==> config.mk <==
export PLATFORM = sky130hd
export DESIGN_NAME = srom_bank_seq
export DESIGN_NICKNAME = d
export VERILOG_FILES = /design/src/rtl/srom_seq_pkg.sv /design/src/rtl/srom_cfg_select.sv /design/src/rtl/srom_phase_counter.sv /design/src/rtl/srom_bank_seq.sv
export SDC_FILE = /design/constraint.sdc
export NUM_CORES = 1
export LEC_CHECK = 0
export BUFFER_PORTS_ARGS = -buffer_cell sky130_fd_sc_hd__buf_4
export CAP_MARGIN = 0
export CORE_MARGIN = 10
export CORE_UTILIZATION = 45
export CTS_BUF_LIST = sky130_fd_sc_hd__clkbuf_16
export CTS_CLUSTER_SIZE = 28
export DETAILED_ROUTE_END_ITERATION = 16
export PLACE_DENSITY_LB_ADDON = 0.1
export SYNTH_ARGS = -nofsm -noshare
export SYNTH_HDL_FRONTEND = slang
export SYNTH_HIERARCHICAL = 1
export SYNTH_SLANG_ARGS = --single-unit
export TNS_END_PERCENT = 20
==> constraint.sdc <==
create_clock -name clk -period 8 [get_ports clk]
set_input_delay 1.2 -clock clk [delete_from_list [all_inputs] [get_ports clk]]
set_output_delay 1.2 -clock clk [all_outputs]
set_load 0.02 [all_outputs]
==> src/rtl/srom_seq_pkg.sv <==
package srom_seq_pkg;

    localparam int unsigned SHORT_W    = 4;
    localparam int unsigned ACC_W      = 5;
    localparam int unsigned TIMING_W   = 5 * SHORT_W + ACC_W;
    localparam int unsigned PAGE_BEATS = 4;
    localparam int unsigned BEAT_W     = $clog2(PAGE_BEATS);
    localparam int unsigned DATA_W     = 16;
    localparam int unsigned BYTE_W     = 8;

    // Field order is fixed; lowest field first in the packed word.
    typedef struct packed {
        logic [SHORT_W-1:0] page_cyc;
        logic [SHORT_W-1:0] addr_hold;
        logic [SHORT_W-1:0] cs_hold;
        logic [ACC_W-1:0]   acc_cyc;
        logic [SHORT_W-1:0] cs_setup;
        logic [SHORT_W-1:0] addr_setup;
    } bank_timing_t;

    typedef enum logic [2:0] {
        PH_IDLE   = 3'd0,
        PH_ASETUP = 3'd1,
        PH_CSETUP = 3'd2,
        PH_ACCESS = 3'd3,
        PH_PAGE   = 3'd4,
        PH_CHOLD  = 3'd5,
        PH_AHOLD  = 3'd6,
        PH_DONE   = 3'd7
    } phase_e;

endpackage

==> src/rtl/srom_cfg_select.sv <==
module srom_cfg_select
    import srom_seq_pkg::*;
#(
    parameter int unsigned NUM_BANKS = 4,
    localparam int unsigned BANK_W   = $clog2(NUM_BANKS)
) (
    input  logic [NUM_BANKS*TIMING_W-1:0] cfg_timing,
    input  logic [NUM_BANKS-1:0]          cfg_page,
    input  logic [NUM_BANKS-1:0]          cfg_wide,
    input  logic [BANK_W-1:0]             bank_sel,
    output bank_timing_t                  sel_timing,
    output logic                          sel_page,
    output logic                          sel_wide
);

    bank_timing_t timing_tbl [NUM_BANKS];

    for (genvar b = 0; b < NUM_BANKS; b++) begin : g_unpack
        assign timing_tbl[b] = cfg_timing[b*TIMING_W +: TIMING_W];
    end

    assign sel_timing = timing_tbl[bank_sel];
    assign sel_page   = cfg_page[bank_sel];
    assign sel_wide   = cfg_wide[bank_sel];

endmodule

==> src/rtl/srom_phase_counter.sv <==
module srom_phase_counter #(
    parameter int unsigned CNT_W = 5
) (
    input  logic             clk,
    input  logic             rst_n,
    input  logic             load,
    input  logic [CNT_W-1:0] load_val,
    output logic             expired
);

    typedef struct packed {
        logic [CNT_W-1:0] cnt;
    } cnt_state_t;

    cnt_state_t cnt_d, cnt_q;

    always_comb begin
        cnt_d = cnt_q;
        if (load) begin
            cnt_d.cnt = load_val;
        end else if (cnt_q.cnt != '0) begin
            cnt_d.cnt = cnt_q.cnt - 1'b1;
        end
    end

    always_ff @(posedge clk or negedge rst_n) begin
        if (!rst_n) cnt_q <= '0;
        else        cnt_q <= cnt_d;
    end

    assign expired = (cnt_q.cnt == '0);

    // A new phase is only loaded once the previous one ran out.
    assert_load_after_expiry_R4: assert property (@(posedge clk) disable iff (!rst_n)
        load |-> expired);

    // A running count moves down by exactly one each cycle.
    assert_count_step_R4: assert property (@(posedge clk) disable iff (!rst_n)
        (!expired && !load) |=> (cnt_q.cnt == $past(cnt_q.cnt) - 1'b1));

endmodule

==> src/rtl/srom_bank_seq.sv <==
module srom_bank_seq
    import srom_seq_pkg::*;
#(
    parameter int unsigned NUM_BANKS   = 4,
    parameter int unsigned ADDR_W      = 12,
    localparam int unsigned BANK_W     = $clog2(NUM_BANKS),
    localparam int unsigned MEM_ADDR_W = ADDR_W - BANK_W,
    localparam int unsigned RD_W       = PAGE_BEATS * DATA_W
) (
    input  logic                          clk,
    input  logic                          rst_n,
    input  logic                          req_valid,
    input  logic                          req_write,
    input  logic [ADDR_W-1:0]             req_addr,
    input  logic [DATA_W-1:0]             req_wdata,
    output logic                          req_ready,
    output logic [RD_W-1:0]               rd_data,
    output logic                          done,
    input  logic [NUM_BANKS*TIMING_W-1:0] cfg_timing,
    input  logic [NUM_BANKS-1:0]          cfg_page,
    input  logic [NUM_BANKS-1:0]          cfg_wide,
    output logic [MEM_ADDR_W-1:0]         mem_addr,
    output logic [NUM_BANKS-1:0]          mem_cs_n,
    output logic                          mem_oe_n,
    output logic                          mem_we_n,
    output logic [DATA_W-1:0]             mem_dout,
    output logic                          mem_dout_en,
    input  logic [DATA_W-1:0]             mem_din
);

    typedef struct packed {
        phase_e                  ph;
        logic [BANK_W-1:0]       bank;
        logic [MEM_ADDR_W-1:0]   addr;
        logic                    wr;
        logic [DATA_W-1:0]       wdata;
        bank_timing_t            tm;
        logic                    page;
        logic                    wide;
        logic [BEAT_W-1:0]       beat;
        logic [RD_W-1:0]         rdata;
    } seq_state_t;

    seq_state_t   seq_d, seq_q;
    bank_timing_t sel_tm;
    bank_timing_t tm_eff;
    logic         sel_page, sel_wide;
    logic         ph_expired;
    logic         ph_load;
    logic [ACC_W-1:0] ph_len;
    logic [DATA_W-1:0] din_masked;
    logic         cs_active, strobe, cs_any_low;
    logic [NUM_BANKS-1:0] bank_oh;

    srom_cfg_select #(
        .NUM_BANKS (NUM_BANKS)
    ) u_cfg_select (
        .cfg_timing (cfg_timing),
        .cfg_page   (cfg_page),
        .cfg_wide   (cfg_wide),
        .bank_sel   (req_addr[ADDR_W-1 -: BANK_W]),
        .sel_timing (sel_tm),
        .sel_page   (sel_page),
        .sel_wide   (sel_wide)
    );

    srom_phase_counter #(
        .CNT_W (ACC_W)
    ) u_phase_counter (
        .clk      (clk),
        .rst_n    (rst_n),
        .load     (ph_load),
        .load_val (ph_len),
        .expired  (ph_expired)
    );

    // Counter preload for a phase: the phase lasts preload + 1 cycles.
    function automatic logic [ACC_W-1:0] phase_preload(phase_e p, bank_timing_t t);
        logic [ACC_W-1:0] v;
        case (p)
            PH_ASETUP: v = ACC_W'(t.addr_setup) - ACC_W'(1);
            PH_CSETUP: v = ACC_W'(t.cs_setup)   - ACC_W'(1);
            PH_ACCESS: v = t.acc_cyc;
            PH_PAGE:   v = ACC_W'(t.page_cyc);
            PH_CHOLD:  v = ACC_W'(t.cs_hold)    - ACC_W'(1);
            PH_AHOLD:  v = ACC_W'(t.addr_hold)  - ACC_W'(1);
            default:   v = '0;
        endcase
        return v;
    endfunction

    // First phase after the strobe window, skipping zero-length holds.
    function automatic phase_e tail_phase(bank_timing_t t);
        if (t.cs_hold != '0)        return PH_CHOLD;
        else if (t.addr_hold != '0) return PH_AHOLD;
        else                        return PH_DONE;
    endfunction

    assign tm_eff     = (seq_q.ph == PH_IDLE) ? sel_tm : seq_q.tm;
    assign din_masked = seq_q.wide ? mem_din
                                   : {{(DATA_W-BYTE_W){1'b0}}, mem_din[BYTE_W-1:0]};

    always_comb begin
        seq_d   = seq_q;
        ph_load = 1'b0;
        case (seq_q.ph)
            PH_IDLE: begin
                if (req_valid) begin
                    seq_d.bank  = req_addr[ADDR_W-1 -: BANK_W];
                    seq_d.addr  = req_addr[MEM_ADDR_W-1:0];
                    seq_d.wr    = req_write;
                    seq_d.wdata = req_wdata;
                    seq_d.tm    = sel_tm;
                    seq_d.page  = sel_page;
                    seq_d.wide  = sel_wide;
                    seq_d.beat  = '0;
                    seq_d.rdata = '0;
                    ph_load     = 1'b1;
                    if (sel_tm.addr_setup != '0)    seq_d.ph = PH_ASETUP;
                    else if (sel_tm.cs_setup != '0) seq_d.ph = PH_CSETUP;
                    else                            seq_d.ph = PH_ACCESS;
                end
            end
            PH_ASETUP: begin
                if (ph_expired) begin
                    ph_load  = 1'b1;
                    seq_d.ph = (seq_q.tm.cs_setup != '0) ? PH_CSETUP : PH_ACCESS;
                end
            end
            PH_CSETUP: begin
                if (ph_expired) begin
                    ph_load  = 1'b1;
                    seq_d.ph = PH_ACCESS;
                end
            end
            PH_ACCESS, PH_PAGE: begin
                if (ph_expired) begin
                    if (!seq_q.wr) begin
                        seq_d.rdata[int'(seq_q.beat)*DATA_W +: DATA_W] = din_masked;
                    end
                    ph_load = 1'b1;
                    if (seq_q.page && !seq_q.wr &&
                        seq_q.beat != BEAT_W'(PAGE_BEATS-1)) begin
                        seq_d.beat = seq_q.beat + 1'b1;
                        seq_d.ph   = PH_PAGE;
                    end else begin
                        seq_d.ph = tail_phase(seq_q.tm);
                    end
                end
            end
            PH_CHOLD: begin
                if (ph_expired) begin
                    ph_load  = 1'b1;
                    seq_d.ph = (seq_q.tm.addr_hold != '0) ? PH_AHOLD : PH_DONE;
                end
            end
            PH_AHOLD: begin
                if (ph_expired) begin
                    ph_load  = 1'b1;
                    seq_d.ph = PH_DONE;
                end
            end
            PH_DONE: begin
                seq_d.ph = PH_IDLE;
            end
            default: begin
                seq_d.ph = PH_IDLE;
            end
        endcase
        ph_len = phase_preload(seq_d.ph, tm_eff);
    end

    always_ff @(posedge clk or negedge rst_n) begin
        if (!rst_n) begin
            seq_q    <= '0;
            seq_q.ph <= PH_IDLE;
        end else begin
            seq_q <= seq_d;
        end
    end

    // Output decode from registered state only.
    always_comb begin
        bank_oh               = '0;
        bank_oh[seq_q.bank]   = 1'b1;
    end

    assign cs_active = (seq_q.ph == PH_CSETUP) || (seq_q.ph == PH_ACCESS) ||
                       (seq_q.ph == PH_PAGE)   || (seq_q.ph == PH_CHOLD);
    assign strobe    = (seq_q.ph == PH_ACCESS) || (seq_q.ph == PH_PAGE);

    assign mem_cs_n    = cs_active ? ~bank_oh : '1;
    assign mem_oe_n    = ~(strobe & ~seq_q.wr);
    assign mem_we_n    = ~(strobe &  seq_q.wr);
    assign mem_dout_en = cs_active & seq_q.wr;
    assign mem_dout    = seq_q.wide ? seq_q.wdata
                                    : {{(DATA_W-BYTE_W){1'b0}}, seq_q.wdata[BYTE_W-1:0]};
    assign mem_addr    = {seq_q.addr[MEM_ADDR_W-1:BEAT_W],
                          seq_q.addr[BEAT_W-1:0] + seq_q.beat};
    assign req_ready   = (seq_q.ph == PH_IDLE);
    assign done        = (seq_q.ph == PH_DONE);
    assign rd_data     = seq_q.rdata;

    assign cs_any_low  = (mem_cs_n != '1);

    assert_cs_onehot_R10: assert property (@(posedge clk) disable iff (!rst_n)
        $onehot0(~mem_cs_n));

    assert_strobe_inside_cs_R3: assert property (@(posedge clk) disable iff (!rst_n)
        (!mem_oe_n || !mem_we_n) |-> cs_any_low);

    assert_oe_we_exclusive_R9: assert property (@(posedge clk) disable iff (!rst_n)
        !(!mem_oe_n && !mem_we_n));

    assert_done_single_R5: assert property (@(posedge clk) disable iff (!rst_n)
        done |=> !done);

    assert_ready_after_done_R5: assert property (@(posedge clk) disable iff (!rst_n)
        $rose(req_ready) |-> $past(done));

    assert_addr_stable_R6: assert property (@(posedge clk) disable iff (!rst_n)
        (cs_any_low && $past(cs_any_low) && seq_q.ph != PH_PAGE) |-> $stable(mem_addr));

    assert_ignore_busy_R11: assert property (@(posedge clk) disable iff (!rst_n)
        (!req_ready && !done) |=> !req_ready);

endmodule

== Yosys cells after proc, flatten, opt, wreduce, memory -nomap -nowiden ==
Cells that the tools add are included.
Storage, ports and cells
  bits in registers: 130
  latch bits: 0
  bits in writable memories: 0
  memory bits (read-only): 0
  input bits: 156
  output and inout bits: 99
  logic and storage cells: 116
  memories kept: 0
Operators by class
  add/subtract/negate cells: 8
  multiply operators: 0
  divide/modulo/power cells: 0
  magnitude comparators: 4
  equality and inequality tests: 18
  shifts and indexed selects: 2
  muxes and demuxes: 37
  bitwise gates (word level): 8
  reductions and logical operators: 23
Operators with widths (count)
  66-bit one-hot mux with 2 select lines: 1
  125-bit 2-to-1 mux: 1
  25-bit 2-to-1 mux: 3
  66-bit 2-to-1 mux: 1
  64-bit bitwise mux: 1
  64-bit 2-to-1 mux: 1
  16-bit by 34-bit variable shift with 64-bit output (first input constant): 1
  16-bit by 34-bit variable part select with 64-bit output: 1
  25-bit binary-select mux with 2-bit select: 1
  6-bit negation with 34-bit output: 1
  16-bit 2-to-1 mux: 2
  5-bit one-hot mux with 6 select lines: 1
  3-bit equality test (second input constant): 7
  3-bit one-hot mux with 7 select lines: 1
  4-bit nonzero test: 5
  4-bit by 1-bit subtractor with 5-bit output (second input constant): 4
  3-bit 2-to-1 mux: 6
  3-bit by 2-bit equality test with 1-bit output (second input constant): 4
  5-bit 2-to-1 mux: 2
  2-bit inequality test (second input constant): 5
  1-bit 2-to-1 mux: 8
  4-bit AND reduction: 2
  3-bit by 1-bit equality test with 1-bit output (second input constant): 2
  2-bit by 3-bit less-than comparator with 1-bit output (second input constant): 2
  24 further kinds: 37

== Depth between registers and ports, before layout ==
Gate-level depths: netlist (run 1).
  depth in word-level cells: 12
  gate-level depth with buffers: 17
  depth with buffers taken out: 17

== Hierarchy ==
Netlist (run 1), hierarchy kept.
By module, submodules not included
  srom_bank_seq: instances 1, cells each 613, area each 6454.9 sq um, seq. area each 3128.0 sq um
  srom_cfg_select: instances 1, cells each 33, area each 700.7 sq um, seq. area each 0.0 sq um
  srom_phase_counter: instances 1, cells each 27, area each 279.0 sq um, seq. area each 125.1 sq um

== Least setup slack after synthesis (run 1) ==
Ideal clock, no wire load.
  path kind: in2reg
  from: in req_addr[10]
  to: reg u_phase_counter/cnt_q[2] (netlist bit)
  library setup time: 0.144 ns
  arrival: 4.209 ns
  required time: 7.856 ns
  path slack: 3.647 ns
  cell stages on the path: 15
  buffers on the path: 1
  cell sequence: buf_6 -> mux4_1 -> nor4_1 -> o41ai_1 -> nand2_1 -> a2bb2oi_2 -> ha_1 -> nand2b_1 -> mux4_1 -> a22oi_4 -> ha_1 -> xor2_1 -> o21ai_0 -> nand2_1 -> o31ai_1
RTL lines
  start, declared: line srom_bank_seq.sv:14  | input logic [ADDR_W-1:0] req_addr,
  end signal, assigned: line srom_phase_counter.sv:28  | else cnt_q <= cnt_d;
  end, declared: line srom_phase_counter.sv:15  | cnt_state_t cnt_d, cnt_q;

==> impl_metrics.json, run 1 <==
{
  "worstHoldPathType": "reg2reg",
  "syn_area_sq_um": 7435,
  "diodes": 0,
  "layout_setup_ws_ns": 3.040,
  "grt_overflow": 0,
  "slew_viol_final": 0,
  "place_ws_ns": 2.642,
  "powerDensity_nw_per_um2": 341.7,
  "path_max_fanout": 28,
  "grt_pass1_wl_microns": 32080,
  "io_buffers": 254,
  "clock_path_buffers": 2,
  "path_delay_family": "multiplexers",
  "multiInputGateArea_sq_um": 3357,
  "hold_violations": 0,
  "yosys.area.top_type": "dfrtp_1",
  "ys_seq_area_frac": 0.4376,
  "drt-pass1-iter-count": 4,
  "drive_gt1_frac": 0.4668,
  "tightest_slew_ns": 1.277,
  "synth_area_leaders": "dfrtp_1 (44%), mux2_2 (9.2%), buf_4 (8.3%), mux4_2 (6.7%), nand2_1 (6.0%)",
  "final_antenna_net_count": 0,
  "max_freq_mhz": 201.6,
  "arrival_ns": 5.26,
  "tns_ns": 0,
  "slowest_stage": "mux4_1",
  "synth_area_per_cell_sq_um": 11.05,
  "setup_violations": 0,
  "rows": 46,
  "crit_path_start_kind": "primary input",
  "cts.sinks": 130,
  "synth_edf_count": 0,
  "synthArstFlopShare": 1.000,
  "outcome": "finished, final reports clean",
  "syn_to_final_growth_pct": 27.20,
  "first_global_vias": 6120,
  "syn_inst": 673,
  "yosysWarnings": 6,
  "period_share": 0.6200,
  "core_sq_um": 16060,
  "relSlewSlack": 0.1486,
  "drv_cap": 0,
  "viasPerCell": 5.260,
  "finalWeightedCongestion": 0.8661,
  "period_minus_slack_ns": 4.960,
  "antenna_found_initial": 0,
  "rsz0062_at_grt": "false",
  "grt_usage": 0.1824,
  "via_count": 5576,
  "drc": 0,
  "cts_tree": "yes",
  "peakVddDrop_mv": 0.1990,
  "numCtsBuffers": 17,
  "max_stage_delay_ns": 0.70,
  "wl_per_cell_microns": 19.10,
  "path_class": "in2reg",
  "cp-end-kind": "flip-flop",
  "cts-root-buf": "clkbuf_16",
  "seq_area_sq_um": 3253,
  "cts_resized": 0,
  "die_area_sq_um": 22060,
  "dieHeight_microns": 148.5,
  "io_pins": 255,
  "ys_dominant_reg_cell": "dfrtp_1",
  "dieWidth_microns": 148.5,
  "fin_nets": 996,
  "clk_latency_ns": 0.42,
  "start_util": 0.4630,
  "path_cells": "buf_4 > mux4_1 > nor4_1 > a21oi_1 > o211ai_4 > inv_4 > ha_1 > nand2b_1 > mux4_1 > a22oi_4 > ha_1 > xor2_1 > o21ai_0 > nand2_1 > o31ai_1",
  "syn_nets": 837,
  "drtIter0Drc": 260,
  "synth.distinct_cells": 60,
  "synthDominantCellAreaShare": 0.4376,
  "n_fill_cell": 1389,
  "skew_ns": 0.008971,
  "crit_buf_inv": 2,
  "ys_seq_elements": 130,
  "worst_ep_required_time_ns": 8.30,
  "routed_wl_microns": 20240,
  "p_leak_nw": 4.323,
  "grt_max_degree": 82,
  "hold_buffers": 0,
  "post-cts-setup-buffer-count": 0,
  "htree_num_levels": 4,
  "path_clk_slew_ns": 0.06,
  "dp_hpwl_microns": 16050
}
-- cell usage in the layout (no fill, tap or decap), types with 8 or more instances in the layout --
cell type	synthesis	final
dfrtp_1	130	130
o31ai_1	36	36
mux2_2	61	61
buf_4	82	259
and2_1	9	8
clkbuf_16	0	17
nand2_1	119	119
mux4_1	8	8
nor2_1	19	19
ha_1	8	8
mux4_2	22	22
o21ai_0	42	42
mux2i_1	16	16
-- final timing paths --
kind                       slack (ns)                            startpoint                                    to  cells after the start
min in group asynchronous        0.72                                 rst_n               rd_data[42]$_DFFE_PN0P_                      1
max                              3.04                          req_addr[10]  u_phase_counter/cnt_q[2]$_DFFE_PN0P_                     15
max in group asynchronous        5.90                                 rst_n               rd_data[27]$_DFFE_PN0P_                      2
min reg2reg                      0.47               rd_data[42]$_DFFE_PN0P_               rd_data[42]$_DFFE_PN0P_                      2
max reg2reg                      3.59  u_phase_counter/cnt_q[0]$_DFFE_PN0P_  u_phase_counter/cnt_q[2]$_DFFE_PN0P_                     16
min                              0.47               rd_data[42]$_DFFE_PN0P_               rd_data[42]$_DFFE_PN0P_                      2
-- stage by stage --
step | area [sq um] | total power, mW | hold WS, ns | instances | utilization
6_report | 9457 | 3.231 | 0.4749 | 1060 | 0.5889
5_1_grt | 9457 | 3.443 | 0.5124 | 1060 | 0.5889
4_1_cts | 9457 | 3.261 | 0.4812 | 1060 | 0.5889
3_5_place_dp | 8869 | 2.481 | 0.4691 | 1029 | 0.5523
3_3_place_gp | 8869 | 2.435 | 0.4606 | 1029 | 0.5523
2_1_floorplan | 7435 | 2.068 | 0.4498 | 673 | -
-- cells by family after synthesis --
logic type	Yosys count	synth area share
DFF	130	0.4376
xor gates and xnor gates	7	0.008247
muxes	107	0.2089
buffers and inverters	128	0.1139
adders and majority gates	8	0.01346
and+or+nand+nor	184	0.1146
AOI/OAI and AO/OA	109	0.1033
-- synthesized netlist by cell type (all sizes together), types with 2 or more instances --
library cell	count
nor2	19
inv	8
nand3b	2
mux2	61
nand2b	3
nor2b	3
and4	3
nor3b	3
clkbuf	18
a31oi	3
o22a	3
o22ai	2
or2	2
buf	102
xnor2	6
nor3	3
nand2	119
a21oi	7
mux4	30
o21ai	44
and2	9
ha	8
and3	4
a22oi	2
dfrtp	130
nand3	3
or3	2
o31ai	37
or4	2
nand4	2
mux2i	16
nor4	2
-- layout make-up --
cell class / count / area share
well taps: 216 / 0.02858
repair buffers: 260 / 0.2068
inverters: 8 / 0.003440
clock inverters: 14 / 0.01720
flip-flops and latches: 130 / 0.3440
clock buffers: 17 / 0.04499
multi-input cells: 415 / 0.3550
-- per-layer routing --
| layer | routed length (microns) | share of wire | global-route usage | vias up |
|---|---|---|---|---|
| met5 | 0 | 0 | 0 | - |
| met4 | 376 | 0.019 | 0.06838 | 0 |
| met3 | 1692 | 0.084 | 0.06826 | 28 |
| met2 | 10220 | 0.50 | 0.3119 | 213 |
| met1 | 7954 | 0.39 | 0.2020 | 2695 |
| li1 | - | - | - | 2640 |
-- sequential cells by signal, summed over array words and instances (netlist names) --
name	count
mem_addr	8
rd_data	64
seq_q	53
u_phase_counter/cnt_q	5
-- worst min-delay path, stage by stage (launching register included) --
cell     delay (ns)
dfrtp_1        0.34
nand2_1        0.05
o31ai_1        0.05
-- where the power goes --
group | leakage [nW] | switching, mW | internal, mW
clock | 0.286 | 0.283 | 0.486
combinational | 2.35 | 0.779 | 0.666
sequential | 1.69 | 0.166 | 0.852
total | 4.32 | 1.23 | 2.00
Note: power is estimated with default switching activity, not from simulation.
==> inputs of run 2 (changes only) <==
- clock period: 8 -> 5.1 ns (I/O delays scaled with it)
==> impl_metrics.json, run 2 (synthesized netlist as in run 1, its figures left out) <==
{
  "powerDensity_nw_per_um2": 536.1,
  "drv_cap": 0,
  "hold_buffers": 0,
  "finalPower_mw": 5.079,
  "numCtsBuffers": 17,
  "rsz0062_at_grt": "false",
  "tns_ns": 0,
  "peakVddDrop_mv": 0.2914,
  "start_util": 0.4630,
  "max_freq_mhz": 240.9,
  "drtIter0Drc": 352,
  "p_leak_nw": 4.329,
  "reg2reg_depth": 16,
  "drt-pass1-iter-count": 6,
  "drive_gt1_frac": 0.4687,
  "finalWeightedCongestion": 0.8823,
  "cts_resized": 0,
  "place_ws_ns": 0.4971,
  "seq_area_sq_um": 3253,
  "cp-end-kind": "flip-flop",
  "final_cell_mix": "buf_4 (261), dfrtp_1 (130), nand2_1 (119)",
  "grt_use_met2": 0.3155,
  "crit_path_start_kind": "primary input",
  "period_share": 0.8139,
  "dieWidth_microns": 148.5,
  "tightest_slew_ns": 1.233,
  "htree_num_levels": 4,
  "slew_viol_final": 0,
  "grt_max_degree": 89,
  "final_antenna_net_count": 0,
  "outcome": "finished, final reports clean",
  "wl_per_cell_microns": 19.25,
  "via_count": 5547,
  "viasPerCell": 5.218,
  "slowest_stage": "mux4_1",
  "worst_ep_required_time_ns": 5.38,
  "post-cts-setup-buffer-count": 0,
  "fin_nets": 998,
  "diodes": 0,
  "layout_setup_ws_ns": 0.9490,
  "use_met3": 0.07373,
  "first_global_vias": 6097,
  "period_minus_slack_ns": 4.151,
  "setup_violations": 0,
  "grt_pass1_wl_microns": 32510,
  "largest_reg_flops": 64,
  "grt_overflow": 0,
  "rr_startpoint": "u_phase_counter/cnt_q[0]$_DFFE_PN0P_",
  "worstHoldPathType": "in2async",
  "n_fill_cell": 1381,
  "arrival_ns": 4.43,
  "grtUsageMet1": 0.2106,
  "die_area_sq_um": 22060,
  "path_cells": "buf_4 > mux4_1 > nor4_1 > o41ai_1 > nand2_1 > a2bb2oi_2 > ha_1 > nand2b_1 > mux4_1 > a22oi_4 > ha_1 > xor2_1 > o21ai_0 > nand2_1 > o31ai_1",
  "cts_tree": "yes",
  "cts.sinks": 130,
  "rows": 46,
  "dp_hpwl_microns": 16100,
  "clk_latency_ns": 0.42,
  "path_max_fanout": 9,
  "dieHeight_microns": 148.5,
  "rrSetupSlack_ns": 1.22,
  "path_class": "in2reg",
  "routed_wl_microns": 20460,
  "relSlewSlack": 0.1777,
  "skew_ns": 0.01076,
  "core_sq_um": 16060,
  "mostFrequentLayoutCell": "buf_4",
  "busiest_layer": "met2",
  "syn_to_final_growth_pct": 27.43,
  "critPathLaunch": "req_addr[10]",
  "multiInputGateArea_sq_um": 3357,
  "io_buffers": 254,
  "grt_usage": 0.1852,
  "max_stage_delay_ns": 0.65,
  "antenna_found_initial": 0,
  "timing.rr.end": "u_phase_counter/cnt_q[2]$_DFFE_PN0P_",
  "path_clk_slew_ns": 0.06,
  "cts-root-buf": "clkbuf_16",
  "io_pins": 255,
  "hold_violations": 0,
  "clock_path_buffers": 2,
  "drc": 0
}
[run 2: how the worst max path moves through the flow]
stage          cells after the start                                   end
6_report                          15  u_phase_counter/cnt_q[2]$_DFFE_PN0P_
5_1_grt                           15  u_phase_counter/cnt_q[2]$_DFFE_PN0P_
4_1_cts                           15  u_phase_counter/cnt_q[2]$_DFFE_PN0P_
3_5_place_dp                      15  u_phase_counter/cnt_q[2]$_DFFE_PN0P_
3_3_place_gp                      15  u_phase_counter/cnt_q[2]$_DFFE_PN0P_
2_1_floorplan                     15  u_phase_counter/cnt_q[2]$_DFFE_PN0P_
[run 2: power breakdown]
group	internal, mW	total, mW	switching, mW
combinational	1.05	2.27	1.22
sequential	1.34	1.59	0.257
clock	0.762	1.21	0.451
[run 2: final cells by class]
class / count / area share
Multi-Input combinational cell: 415 / 0.3543
Sequential cell: 130 / 0.3434
Timing Repair Buffer: 262 / 0.2080
Clock buffer: 17 / 0.04490
Tap cell: 216 / 0.02853
Clock inverter: 15 / 0.01743
Inverter: 8 / 0.003434
[run 2: routing by layer]
metal	share of wire	vias to the layer above
met5	0	-
met4	0.013	0
met3	0.093	20
met2	0.50	229
met1	0.39	2652
li1	-	2646
[run 2: stage by stage]
| stage | hold WS (ns) | instances | utilization | instance area [sq um] |
|---|---|---|---|---|
| 6_report | 0.4158 | 1063 | 0.5900 | 9474 |
| 3_3_place_gp | 0.4619 | 1031 | 0.5532 | 8884 |
| 4_1_cts | 0.4423 | 1063 | 0.5900 | 9474 |
| 3_5_place_dp | 0.4699 | 1031 | 0.5532 | 8884 |
| 2_1_floorplan | 0.4498 | 673 | - | 7435 |
| 5_1_grt | 0.4632 | 1063 | 0.5900 | 9474 |
[run 2: critical path, delay by kind of cell]
kind                     cells  cell delay [ns]
multiplexers                 2             1.27
adder cells (fa/ha/maj)      2             0.46
AND/OR/NAND/NOR              4             0.97
buffers and inverters        1             0.18
AO/OA/AOI/OAI                5             0.64
XOR/XNOR                     1             0.14
==> inputs of run 3 (changes only) <==
- ABC_AREA: unset -> 1
- clock period: 5.1 -> 3.9 ns (I/O delays scaled with it)
==> impl_metrics.json, run 3 <==
{
  "outcome": "finished, final reports clean",
  "synth.distinct_cells": 46,
  "fin_nets": 1460,
  "dp_hpwl_microns": 19110,
  "synth_area_leaders": "dfrtp_1 (39%), nand2_1 (15%), inv_1 (8.4%), buf_4 (7.4%), nand3_1 (7.2%)",
  "cts_tree": "yes",
  "grt_pass1_wl_microns": 38920,
  "synthTopCellsByCount": "nand2_1 (338), inv_1 (187), dfrtp_1 (130), nand3_1 (120), buf_4 (82)",
  "grt_overflow": 0,
  "path_max_fanout": 12,
  "placed_cells": 1506,
  "arrival_ns": 3.69,
  "synthDominantCellAreaShare": 0.3893,
  "syn_inst": 1142,
  "htree_num_levels": 4,
  "core_sq_um": 18090,
  "synthArstFlopShare": 1.000,
  "drc": 0,
  "drt-pass1-iter-count": 6,
  "n_fill_cell": 1737,
  "yosysMostFrequentCell": "nand2_1",
  "path_cells": "inv_1 > ha_1 > nand3_2 > inv_1 > inv_1 > nand2_2 > nand3_1 > nand2_1 > nand3_2 > inv_1 > ha_1 > nand2_2 > a211oi_1 > a21oi_1 > nand3_1 > nand2_1 > ha_1 > o211ai_1 > nand2_1 > o21ai_0 > nand2_1 > o21ai_1",
  "drv_cap": 0,
  "drtIter0Drc": 389,
  "grt_max_degree": 98,
  "final_cells": 1538,
  "place_area_sq_um": 9736,
  "cp-end-kind": "flip-flop",
  "path_class": "reg2reg",
  "ys_dominant_reg_cell": "dfrtp_1",
  "routed_wl_microns": 24770,
  "wl_per_cell_microns": 16.11,
  "slew_viol_final": 0,
  "path_clk_slew_ns": 0.06,
  "via_count": 7556,
  "drive_gt1_frac": 0.2781,
  "mostFrequentLayoutCell": "nand2_1",
  "slowest_stage": "dfrtp_1",
  "period_minus_slack_ns": 3.345,
  "viasPerCell": 4.913,
  "crit_path_start_kind": "flip-flop",
  "dieWidth_microns": 156.3,
  "layout_setup_ws_ns": 0.5549,
  "clock_path_buffers": 2,
  "numCtsBuffers": 17,
  "finalWeightedCongestion": 0.8934,
  "hold_violations": 0,
  "period_share": 0.8577,
  "cts_resized": 0,
  "dieHeight_microns": 156.3,
  "crit_buf_inv": 4,
  "worst_ep_required_time_ns": 4.24,
  "io_buffers": 254,
  "syn_nets": 1306,
  "tns_ns": 0,
  "hold_buffers": 0,
  "final_antenna_net_count": 0,
  "path_delay_family": "simple AND/OR/NAND/NOR gates",
  "yosysWarnings": 6,
  "postLayoutCellArea_sq_um": 10400,
  "syn_to_final_growth_pct": 24.42,
  "grt_usage": 0.1984,
  "synth_edf_count": 0,
  "diodes": 0,
  "worstHoldPathType": "in2async",
  "rrSetupSlack_ns": 0.55,
  "max_freq_mhz": 298.9,
  "powerDensity_nw_per_um2": 730.0,
  "rows": 49,
  "io_pins": 255,
  "clk_latency_ns": 0.42,
  "place_ws_ns": 0.3193,
  "ys_seq_area_frac": 0.3893,
  "start_util": 0.4620,
  "timing.hold.ws_ns": 0.2696,
  "ys_seq_elements": 130,
  "setup_violations": 0,
  "p_leak_nw": 5.881,
  "die_area_sq_um": 24420,
  "max_stage_delay_ns": 0.37,
  "cts.sinks": 130,
  "tightest_slew_ns": 1.133,
  "first_global_vias": 7393,
  "skew_ns": 0.01012,
  "peakVddDrop_mv": 0.4217,
  "largest_reg_flops": 64,
  "final_cell_mix": "nand2_1 (338), buf_4 (264), inv_1 (187)",
  "syn_area_sq_um": 8356,
  "post-cts-setup-buffer-count": 0,
  "antenna_found_initial": 0,
  "rsz0062_at_grt": "false",
  "cts-root-buf": "clkbuf_16",
  "synth_area_per_cell_sq_um": 7.317,
  "relSlewSlack": 0.2447,
  "yosys.area.top_type": "dfrtp_1"
}
==> run 3: changes by cell type after synthesis, sizes merged, moves of 20 or more <==
cell,change
o21ai,+20
inv,+191
nand3,+120
nor2,+21
mux2,-31
o31ai,-27
mux4,-30
nand2,+228
==> run 3: cells by family (layout without fill, tap and decap cells) <==
group | Yosys count | after routing | synth area share
AND/OR/NAND/NOR | 538 | 538 | 0.2811
buffers and inverters | 330 | 497 | 0.1990
flip-flops | 130 | 130 | 0.3893
AO/OA/AOI/OAI | 103 | 103 | 0.07502
multiplexers | 30 | 30 | 0.04043
adder cells (fa/ha/maj) | 8 | 8 | 0.01198
XOR/XNOR | 3 | 3 | 0.003145
==> run 3: final cells by class <==
class,instances,area (sq um),share of cell area
Clock buffer,17,425.4,0.04092
Clock inverter,15,235.2,0.02263
Inverter,200,763.2,0.07341
Multi-Input combinational cell,682,3440,0.3308
Sequential cell,130,3253,0.3129
Tap cell,229,286.5,0.02756
Timing Repair Buffer,265,1993,0.1917
==> run 3: final timing paths <==
check / start / to / cells past startpoint
setup reg to reg: u_phase_counter/cnt_q[0]$_DFFE_PN0P_ / u_phase_counter/cnt_q[1]$_DFFE_PN0P_ / 22
hold reg to reg: rd_data[31]$_DFFE_PN0P_ / rd_data[31]$_DFFE_PN0P_ / 2
setup / recovery: u_phase_counter/cnt_q[0]$_DFFE_PN0P_ / u_phase_counter/cnt_q[1]$_DFFE_PN0P_ / 22
max in group asynchronous: rst_n / rd_data[22]$_DFFE_PN0P_ / 2
hold / removal: rst_n / rd_data[37]$_DFFE_PN0P_ / 1
min in group clk: req_wdata[4] / seq_q[97]$_DFFE_PN0P_ / 2
==> run 3: power by group <==
part           switching (mW)  internal (mW)  total [mW]
Clock                   0.611           1.19        1.81
Combinational            2.42           1.32        3.74
Sequential              0.300           1.74        2.04
Total                    3.33           4.26        7.59
==> run 3: per-layer routing <==
| layer | GRT usage | wire (microns) |
|---|---|---|
| met3 | 0.04167 | 1369 |
| met4 | 0.05978 | 427 |
| met1 | 0.2272 | 9746 |
| met5 | 0 | 0 |
| met2 | 0.3624 | 13230 |
==> run 3: worst reg2reg max path, cell delays in order (launching register included) <==
cell      delay [ns]
dfrtp_1         0.37
inv_1           0.12
ha_1            0.27
nand3_2         0.12
inv_1           0.09
inv_1           0.09
nand2_2         0.12
nand3_1         0.09
nand2_1         0.10
nand3_2         0.23
inv_1           0.18
ha_1            0.17
nand2_2         0.11
a211oi_1        0.21
a21oi_1         0.06
nand3_1         0.07
nand2_1         0.11
ha_1            0.29
o211ai_1        0.16
nand2_1         0.07
o21ai_0         0.11
nand2_1         0.07
o21ai_1         0.07
==> run 3: stage by stage <==
step | utilization | power [mW]
6_report | 0.5748 | 7.589
5_1_grt | 0.5748 | 8.178
4_1_cts | 0.5748 | 7.647
3_5_place_dp | 0.5383 | 5.814
3_3_place_gp | 0.5383 | 5.770
2_1_floorplan | - | 4.878
